===== src/rtl/nvrow_pkg.sv =====
package nvrow_pkg;
  localparam int unsigned CTL_LAT = 1;
  localparam int unsigned CTL_PRG = 0;
  localparam logic [1:0]  CTL_START = 2'b11;
endpackage


===== src/rtl/nvrow_latch.sv =====
module nvrow_latch #(
  parameter int unsigned IDX_W  = 5,
  parameter int unsigned DATA_W = 8
) (
  input  logic                              clk,
  input  logic                              rst_n,
  input  logic                              wr_en,
  input  logic [IDX_W-1:0]                  wr_idx,
  input  logic [DATA_W-1:0]                 wr_data,
  input  logic                              clr,
  output logic [(1<<IDX_W)-1:0][DATA_W-1:0] lat_data,
  output logic [(1<<IDX_W)-1:0]             lat_vld
);
  localparam int unsigned N = 1 << IDX_W;

  for (genvar g = 0; g < N; g++) begin : g_ent
    logic [DATA_W-1:0] d_q, d_nx;
    logic              v_q, v_nx, en;
    logic              hit;
    assign hit = wr_en && (wr_idx == IDX_W'(g));
    assign en  = clr || hit;
    always_comb begin
      d_nx = d_q & wr_data;
      v_nx = 1'b1;
      if (clr) begin
        d_nx = '1;
        v_nx = 1'b0;
      end
    end
    always_ff @(posedge clk or negedge rst_n) begin
      if (!rst_n) begin
        d_q <= '1;
        v_q <= 1'b0;
      end else if (en) begin
        d_q <= d_nx;
        v_q <= v_nx;
      end
    end
    assign lat_data[g] = d_q;
    assign lat_vld[g]  = v_q;
  end

  assert_clr_empties_R9: assert property (@(posedge clk) disable iff (!rst_n)
    clr |=> (lat_vld == '0));
  assert_and_merge_R5: assert property (@(posedge clk) disable iff (!rst_n)
    (wr_en && !clr) |=> (lat_data[$past(wr_idx)] == ($past(lat_data[wr_idx]) & $past(wr_data))));
endmodule


===== src/rtl/nvrow_timer.sv =====
module nvrow_timer #(
  parameter int unsigned CYC = 16
) (
  input  logic clk,
  input  logic rst_n,
  input  logic run,
  output logic done
);
  localparam int unsigned CNT_W = $clog2(CYC + 1);
  logic [CNT_W-1:0] cnt_q, cnt_nx;

  always_comb begin
    cnt_nx = run ? cnt_q + CNT_W'(1) : '0;
  end
  always_ff @(posedge clk or negedge rst_n) begin
    if (!rst_n) cnt_q <= '0;
    else        cnt_q <= cnt_nx;
  end
  assign done = run && (cnt_q == CNT_W'(CYC - 1));

  assert_cnt_range_R6: assert property (@(posedge clk) disable iff (!rst_n)
    run |-> (cnt_q < CNT_W'(CYC)));
endmodule


===== src/rtl/nvrow_array.sv =====
module nvrow_array #(
  parameter int unsigned ADDR_W = 7,
  parameter int unsigned IDX_W  = 5,
  parameter int unsigned DATA_W = 8
) (
  input  logic                              clk,
  input  logic                              rst_n,
  input  logic                              commit,
  input  logic [ADDR_W-IDX_W-1:0]           row,
  input  logic [(1<<IDX_W)-1:0][DATA_W-1:0] lat_data,
  input  logic [(1<<IDX_W)-1:0]             lat_vld,
  input  logic [ADDR_W-1:0]                 rd_addr,
  output logic [DATA_W-1:0]                 rd_data
);
  localparam int unsigned DEPTH = 1 << ADDR_W;
  localparam int unsigned N     = 1 << IDX_W;
  localparam int unsigned ROW_W = ADDR_W - IDX_W;

  logic [DEPTH-1:0][DATA_W-1:0] cells;

  for (genvar i = 0; i < DEPTH; i++) begin : g_cell
    localparam int unsigned R = i / N;
    localparam int unsigned K = i % N;
    logic [DATA_W-1:0] c_q;
    logic              en;
    assign en = commit && (row == ROW_W'(R)) && lat_vld[K];
    always_ff @(posedge clk or negedge rst_n) begin
      if (!rst_n)  c_q <= '1;
      else if (en) c_q <= lat_data[K];
    end
    assign cells[i] = c_q;
  end

  assign rd_data = cells[rd_addr];
endmodule


===== src/rtl/nvrow_ctrl.sv =====
module nvrow_ctrl
  import nvrow_pkg::*;
#(
  parameter int unsigned ADDR_W      = 7,
  parameter int unsigned IDX_W       = 5,
  parameter int unsigned DATA_W      = 8,
  parameter int unsigned PROG_CYCLES = 16
) (
  input  logic              clk,
  input  logic              rst_n,
  input  logic              bus_sel,
  input  logic              bus_wr,
  input  logic [ADDR_W-1:0] bus_addr,
  input  logic [DATA_W-1:0] bus_wdata,
  output logic [DATA_W-1:0] bus_rdata,
  output logic              bus_rdata_oe,
  input  logic              ctl_wr,
  input  logic [1:0]        ctl_wdata,
  output logic [1:0]        ctl_rdata,
  input  logic              wait_req,
  input  logic              halt_req,
  output logic              wait_ack,
  output logic              busy
);
  localparam int unsigned ROW_W = ADDR_W - IDX_W;
  localparam int unsigned N     = 1 << IDX_W;

  logic [1:0] rsync_q;
  logic       rst_n_s;
  always_ff @(posedge clk or negedge rst_n) begin
    if (!rst_n) rsync_q <= 2'b00;
    else        rsync_q <= {rsync_q[0], 1'b1};
  end
  assign rst_n_s = rsync_q[1];

  logic             lat_q, lat_nx, prg_q, prg_nx, wack_q, wack_nx;
  logic [ROW_W-1:0] row_q, row_nx;
  logic             done, clr, commit, lat_wr;
  logic [N-1:0][DATA_W-1:0] lat_data;
  logic [N-1:0]             lat_vld;
  logic [DATA_W-1:0]        arr_rd;

  assign lat_wr = bus_sel && bus_wr && lat_q && !prg_q;

  always_comb begin
    lat_nx  = lat_q;
    prg_nx  = prg_q;
    row_nx  = row_q;
    clr     = 1'b0;
    commit  = 1'b0;
    wack_nx = wait_req && !prg_q;
    if (prg_q) begin
      if (halt_req) begin
        lat_nx = 1'b0;
        prg_nx = 1'b0;
        clr    = 1'b1;
      end else if (done) begin
        commit = 1'b1;
        clr    = 1'b1;
        lat_nx = 1'b0;
        prg_nx = 1'b0;
      end
    end else if (ctl_wr) begin
      lat_nx = ctl_wdata[CTL_LAT];
      prg_nx = (ctl_wdata == CTL_START);
      if (lat_q && !ctl_wdata[CTL_LAT]) clr = 1'b1;
    end
    if (lat_wr) row_nx = bus_addr[ADDR_W-1:IDX_W];
  end

  always_ff @(posedge clk or negedge rst_n_s) begin
    if (!rst_n_s) begin
      lat_q  <= 1'b0;
      prg_q  <= 1'b0;
      row_q  <= '0;
      wack_q <= 1'b0;
    end else begin
      lat_q  <= lat_nx;
      prg_q  <= prg_nx;
      wack_q <= wack_nx;
      if (lat_wr) row_q <= row_nx;
    end
  end

  nvrow_latch #(.IDX_W(IDX_W), .DATA_W(DATA_W)) u_latch (
    .clk(clk), .rst_n(rst_n_s), .wr_en(lat_wr && !clr),
    .wr_idx(bus_addr[IDX_W-1:0]), .wr_data(bus_wdata), .clr(clr),
    .lat_data(lat_data), .lat_vld(lat_vld)
  );

  nvrow_timer #(.CYC(PROG_CYCLES)) u_timer (
    .clk(clk), .rst_n(rst_n_s), .run(prg_q), .done(done)
  );

  nvrow_array #(.ADDR_W(ADDR_W), .IDX_W(IDX_W), .DATA_W(DATA_W)) u_array (
    .clk(clk), .rst_n(rst_n_s), .commit(commit), .row(row_q),
    .lat_data(lat_data), .lat_vld(lat_vld), .rd_addr(bus_addr), .rd_data(arr_rd)
  );

  assign bus_rdata_oe = bus_sel && !bus_wr && !lat_q;
  assign bus_rdata    = bus_rdata_oe ? arr_rd : '0;
  assign ctl_rdata    = {lat_q, prg_q};
  assign busy         = prg_q;
  assign wait_ack     = wack_q;

  assert_prg_needs_lat_R8: assert property (@(posedge clk) disable iff (!rst_n_s)
    prg_q |-> lat_q);
  assert_bits_fall_together_R6: assert property (@(posedge clk) disable iff (!rst_n_s)
    $fell(prg_q) |-> !lat_q);
  assert_no_drive_latching_R7: assert property (@(posedge clk) disable iff (!rst_n_s)
    lat_q |-> (!bus_rdata_oe && bus_rdata == '0));
  assert_wait_deferred_R10: assert property (@(posedge clk) disable iff (!rst_n_s)
    prg_q |=> !wait_ack);
  assert_halt_aborts_R11: assert property (@(posedge clk) disable iff (!rst_n_s)
    (prg_q && halt_req) |=> (!prg_q && !lat_q));
endmodule


===== config.mk =====
export PLATFORM = sky130hd
export DESIGN_NAME = nvrow_ctrl
export DESIGN_NICKNAME = d
export VERILOG_FILES = /design/src/rtl/nvrow_pkg.sv /design/src/rtl/nvrow_latch.sv /design/src/rtl/nvrow_timer.sv /design/src/rtl/nvrow_array.sv /design/src/rtl/nvrow_ctrl.sv
export SDC_FILE = /design/constraint.sdc
export NUM_CORES = 2
export LEC_CHECK = 0
export ABC_CLOCK_PERIOD_IN_PS = 41500
export CAP_MARGIN = 15
export CORE_MARGIN = 5
export CORE_UTILIZATION = 31
export CTS_BUF_LIST = sky130_fd_sc_hd__clkbuf_8
export DETAILED_ROUTE_END_ITERATION = 10
export DONT_BUFFER_PORTS = 1
export GPL_TIMING_DRIVEN = 0
export MAX_ROUTING_LAYER = met4
export SYNTH_ARGS = -nofsm -noshare
export SYNTH_HDL_FRONTEND = slang
export SYNTH_SLANG_ARGS = --single-unit

===== constraint.sdc =====
create_clock -name clk -period 41.5 [get_ports clk]
set_input_delay 6.225 -clock clk [delete_from_list [all_inputs] [get_ports clk]]
set_output_delay 6.225 -clock clk [all_outputs]
set_load 0.005 [all_outputs]

Yosys cells after proc, flatten, opt, wreduce, memory -nomap -nowiden. Cells that the tools add are included.

Register bits after elaboration: 1324. Bits of input ports: 24. Logic and storage cells: 535.

Add/sub/neg operators: 1. $lt $le $gt $ge: 1. Equal/unequal tests: 37. Multiplexer cells: 52. Bitwise logic cells: 32. Reductions and logical operators: 214.

Operators with widths (number): two-way mux 8 bit (34); bitwise AND 8 bit (32); logical AND 1 bit (173); == test 5 bit, second input constant (16); binary-select mux 8 bit (select 7 bit) (1); == test 5 x 4 -> 1 bit, second input constant (9); logical OR 1 bit (32); == test 5 x 3 -> 1 bit, second input constant (4); two-way mux 1 bit (16); == test 5 x 2 -> 1 bit, second input constant (2); less-than comparator 7 x 8 -> 1 bit, second input constant (1); == test 2 bit, second input constant (3); adder 5 x 1 -> 5 bit, second input constant (1); == test 5 x 1 -> 1 bit, second input constant (1); zero test 1 bit (5); zero test 5 bit (1); two-way mux 5 bit (1); inequality test 3 x 2 -> 1 bit, second input constant (1); == test 2 x 1 -> 1 bit, second input constant (1); zero test 2 bit (1); AND reduction 2 bit (1); nonzero test 2 bit (1).

Longest topological paths before layout.
Word-level depth: 9. Gate-level depth with buffers: 11.

Hierarchy. From an unflattened synthesis, not the netlist that was laid out.

Cell total of the unflattened synthesis: 3737. Area total of the unflattened synthesis: 59390.7 µm².

By module, submodules not included: nvrow_array (instances 1, cells an instance 2647, area each 47206.5 µm²); nvrow_latch (instances 1, cells an instance 1036, area each 11582.4 µm²); nvrow_ctrl (instances 1, cells an instance 35, area each 370.4 µm²); nvrow_timer (instances 1, cells an instance 19, area each 231.5 µm²).

Worst setup path after synthesis. OpenSTA, ideal clock, no wires.

Path kind: input -> output. Start point: input port bus_addr[0]. End point: output port bus_rdata[1]. Arrival time: 7.959 ns. Data required time: 35.275 ns. Path slack: 27.316 ns. Cell stages on the path: 9. Cell sequence: buf_6 -> buf_6 -> buf_6 -> buf_6 -> mux4_2 -> mux2i_1 -> nor2_1 -> a2111oi_2 -> a22oi_1.

Cells in the longest elaborated chain, start to end: 3.

Ends and longest elaborated chain: start: declaration (line nvrow_ctrl.sv:13) `input logic [ADDR_W-1:0] bus_addr,`; binary-select mux 8 bit (select 7 bit) (line nvrow_array.sv:34) `assign rd_data = cells[rd_addr];`; two-way mux 8 bit (not written as such) (line nvrow_array.sv:34); two-way mux 8 bit (line nvrow_ctrl.sv:101) `assign bus_rdata = bus_rdata_oe ? arr_rd : '0;`; end: declaration (line nvrow_ctrl.sv:15) `output logic [DATA_W-1:0] bus_rdata,`.

No other way between the ends. The select of a mux whose other input is x is not followed.

Final worst setup path.
Start point: input port bus_addr[1]. End point: output port bus_rdata[6].

The elaborated chain is that of the path after synthesis.

==> results.json <==
{
  "ys_types": 65,
  "grt_pass1_wl_um": 326200,
  "netlist_instances": 3955,
  "first_pass_iters": 6,
  "max_cap_violations": 0,
  "syn-mean-instance-area_um2": 14.88,
  "cts_made_buffers": 212,
  "max_slew_margin_pct": 10.80,
  "layout_common_cells": "dfstp_2, mux2_2, nand2_1",
  "rows": 160,
  "arrival_ns": 10.36,
  "worstHoldStart": "rsync_q[0]$_DFF_PN0_",
  "slew_viol_final": 0,
  "hold_depth": 0,
  "vdd_drop_max_uv": 25.40,
  "yosysSeqAreaShare_pct": 59.01,
  "drc": 0,
  "hpwl_um": 165500,
  "powerDensity_nw_per_um2": 38.89,
  "hold_buffers": 0,
  "vias": 38750,
  "multiInputGateArea_um2": 22980,
  "synth_top_family_by_area": "multiplexers",
  "hold_end": "rsync_q[1]$_DFF_PN0_",
  "ioPinCount": 37,
  "clockRootBuffer": "clkbuf_8",
  "path_class": "input pin to output port",
  "syn_to_final_growth_pct": 14.00,
  "synth_fa_ha_area_share_pct": 0.04251,
  "clock_latency_ns": 1.02,
  "syn_area_um2": 58860,
  "start_util_pct": 31.05,
  "hold_ws_ns": 0.3462,
  "async_reset_ff_share_pct": 100.0,
  "synth_seq_cells": 1324,
  "synth_top_area_cell": "dfstp_2",
  "cts_htree_levels": 4,
  "cts_resized": 0,
  "fin_cells": 6899,
  "dieArea_um2": 198700,
  "synth_ff_type": "dfstp_2",
  "synthSimpleGateAreaFrac_pct": 4.413,
  "postRouteAntennaNets": 0,
  "yosysTopAreaCellShare_pct": 57.14,
  "worstPathRequired_ns": 35.27,
  "clock.fmax_ghz": 0.06029,
  "hold_violations": 0,
  "cts_tree": "built",
  "avgRoutedWirePerCell_um": 34.63,
  "status": "finished clean",
  "fp.dieW_um": 445.7,
  "vias_per_cell": 5.617,
  "dp.cells": 6494,
  "final_common_cell": "dfstp_2",
  "synth_compound_area_share_pct": 4.296,
  "seqCellArea_um2": 34740,
  "setup_viol": 0,
  "overflow": 0,
  "synth_mux_area_share_pct": 30.24,
  "initialDrtViolationCount": 4770,
  "io_buffers": 0,
  "grt_max_degree": 74,
  "postCtsSetupRepairBufs": 0,
  "start_kind": "input pin",
  "final_layout_size_suffix_gt1_share_pct": 68.71,
  "synth_area_leaders": "dfstp_2, mux2_2, mux4_2",
  "cts_buffer_depth": 3,
  "coreArea_um2": 189600,
  "critical_path.max_fanout": 10,
  "cts_num_sinks": 1324,
  "clk_pin_slew_worst_paths_ns": 0.06,
  "synth-xor-area-share_pct": 0.02976,
  "crit_path_end_kind": "output port",
  "fin_setup_tns_ns": 0,
  "power.total_mw": 2.610,
  "syn-num-nets": 3981,
  "grt_use_total_pct": 24.46,
  "cellLeakagePower_nw": 27.22,
  "timing.rr.end": "u_latch.g_ent[31].d_q[1]$_DFFE_PN1P_",
  "period_share_pct": 39.97,
  "worstMarginPinSlew_ns": 1.335,
  "timing.rr.start": "u_timer.cnt_q[0]$_DFF_PN0_",
  "wirelength_um": 238900,
  "antenna_found_initial": 24,
  "hp-class": "flop to flop",
  "finalCriticalPeriod_ns": 16.59,
  "fp.dieH_um": 445.7,
  "gp_congestion": 1.039,
  "synth_warnings": 0,
  "synth-edff-count": 0,
  "fin_nets": 4224,
  "grt_pass1_vias": 38290,
  "final.setup.worst_slack_ns": 24.91,
  "fillers": 18060,
  "dpl_worst_slack_ns": 25.03,
  "ff2ff_setup_slack_ns": 36.99,
  "skew_ns": 0.04908,
  "rsz0062_at_grt": "false",
  "rr_worst_depth": 9
}
[worst max-delay path, cell delays in order]
cell      delay [ns]
buf_6           0.21
buf_6           0.24
buf_4           0.47
buf_4           0.52
buf_4           0.56
mux2i_1         0.35
a22oi_1         0.31
nand3_1         0.17
o311ai_0        0.19
nand2_1         0.12
a32oi_1         0.88
[final cells by class]
class	instances	area share, %
Sequential cell	1324	51.77
Multi-Input combinational cell	2419	34.25
Clock buffer	269	5.518
Tap cell	2511	4.682
Buffer	209	1.708
Timing Repair Buffer	29	1.018
Clock inverter	119	0.9734
Antenna cell	16	0.05967
Inverter	3	0.01678
[metal layers]
layer | vias to the layer above | part of all wire, % | GRT usage [%]
li1 | 15060 | - | -
met1 | 21240 | 41 | 31.68
met2 | 1929 | 44 | 34.85
met3 | 534 | 9.1 | 6.999
met4 | 0 | 5.9 | 12.69
met5 | - | 0 | -
[state kept, by name, indices dropped and copies added, names as in the netlist]
signal,flops
rsync_q,2
u_timer.cnt_q,5
u_array.g_cell.c_q,1024
row_q,2
u_latch.g_ent.v_q,32
lat_q,1
busy,1
wait_ack,1
u_latch.g_ent.d_q,256
[worst max-delay path by stage]
stage	endpoint	start	depth (start not counted)	slack, ns
after CTS	bus_rdata[6]	bus_addr[1]	11	25.03
after global routing	bus_rdata[6]	bus_addr[1]	11	25.05
final	bus_rdata[6]	bus_addr[1]	11	24.91
after global placement	u_latch.g_ent[14].v_q$_DFFE_PN0P_	rsync_q[1]$_DFF_PN0_	0	-10.99
after detailed placement	bus_rdata[6]	bus_addr[1]	11	25.03
after floorplan	busy$_DFF_PN0_	rsync_q[1]$_DFF_PN0_	0	4.10
[report_power, final]
part / switching [mW] / leakage, nW / internal [mW] / total (mW)
Combinational: 0.114 / 10.8 / 0.0309 / 0.145
Sequential: 0.00828 / 13.8 / 1.31 / 1.31
Clock: 0.554 / 2.55 / 0.597 / 1.15
[logic make-up (layout without fill, tap and decap cells)]
| family | count (synthesis) | in the layout |
|---|---|---|
| other | 1 | 17 |
| buffers and inverters | 212 | 629 |
| XOR/XNOR | 2 | 2 |
| adder cells (fa/ha/maj) | 2 | 2 |
| AND/OR/NAND/NOR | 606 | 606 |
| multiplexers | 1380 | 1380 |
| flip-flops | 1324 | 1324 |
| AO/OA/AOI/OAI | 428 | 428 |
[through the flow]
step                util (%)  cell area (um2)
CTS                    35.36            67040
floorplan                  -            58860
global placement       32.71            62000
global route           35.39            67080
detailed placement     33.07            62690
finish                 35.39            67100
[synthesized netlist by cell type (all sizes together), types with 2 or more instances]
library cell,instances
a22oi,16
nand3b,2
mux4,214
nand4,4
buf,116
a211o,4
a41o,2
o2bb2ai,2
o221ai,19
dfstp,1280
a2111oi,8
a211oi,15
mux2i,120
mux2,1046
inv,3
nand2b,4
a31oi,10
nor4,8
a221oi,5
nor2b,12
nor3b,2
or3b,2
and2,37
o22a,4
and3,2
clkbuf,93
nand2,487
a22o,3
or3,5
nand3,15
o31ai,2
o31a,3
dfrtp,44
o22ai,27
a21oi,26
a32oi,4
o21ai,270
nor3,5
a311oi,3
ha,2
nor2,17
No activity file was read; power rests on OpenSTA's default activity.
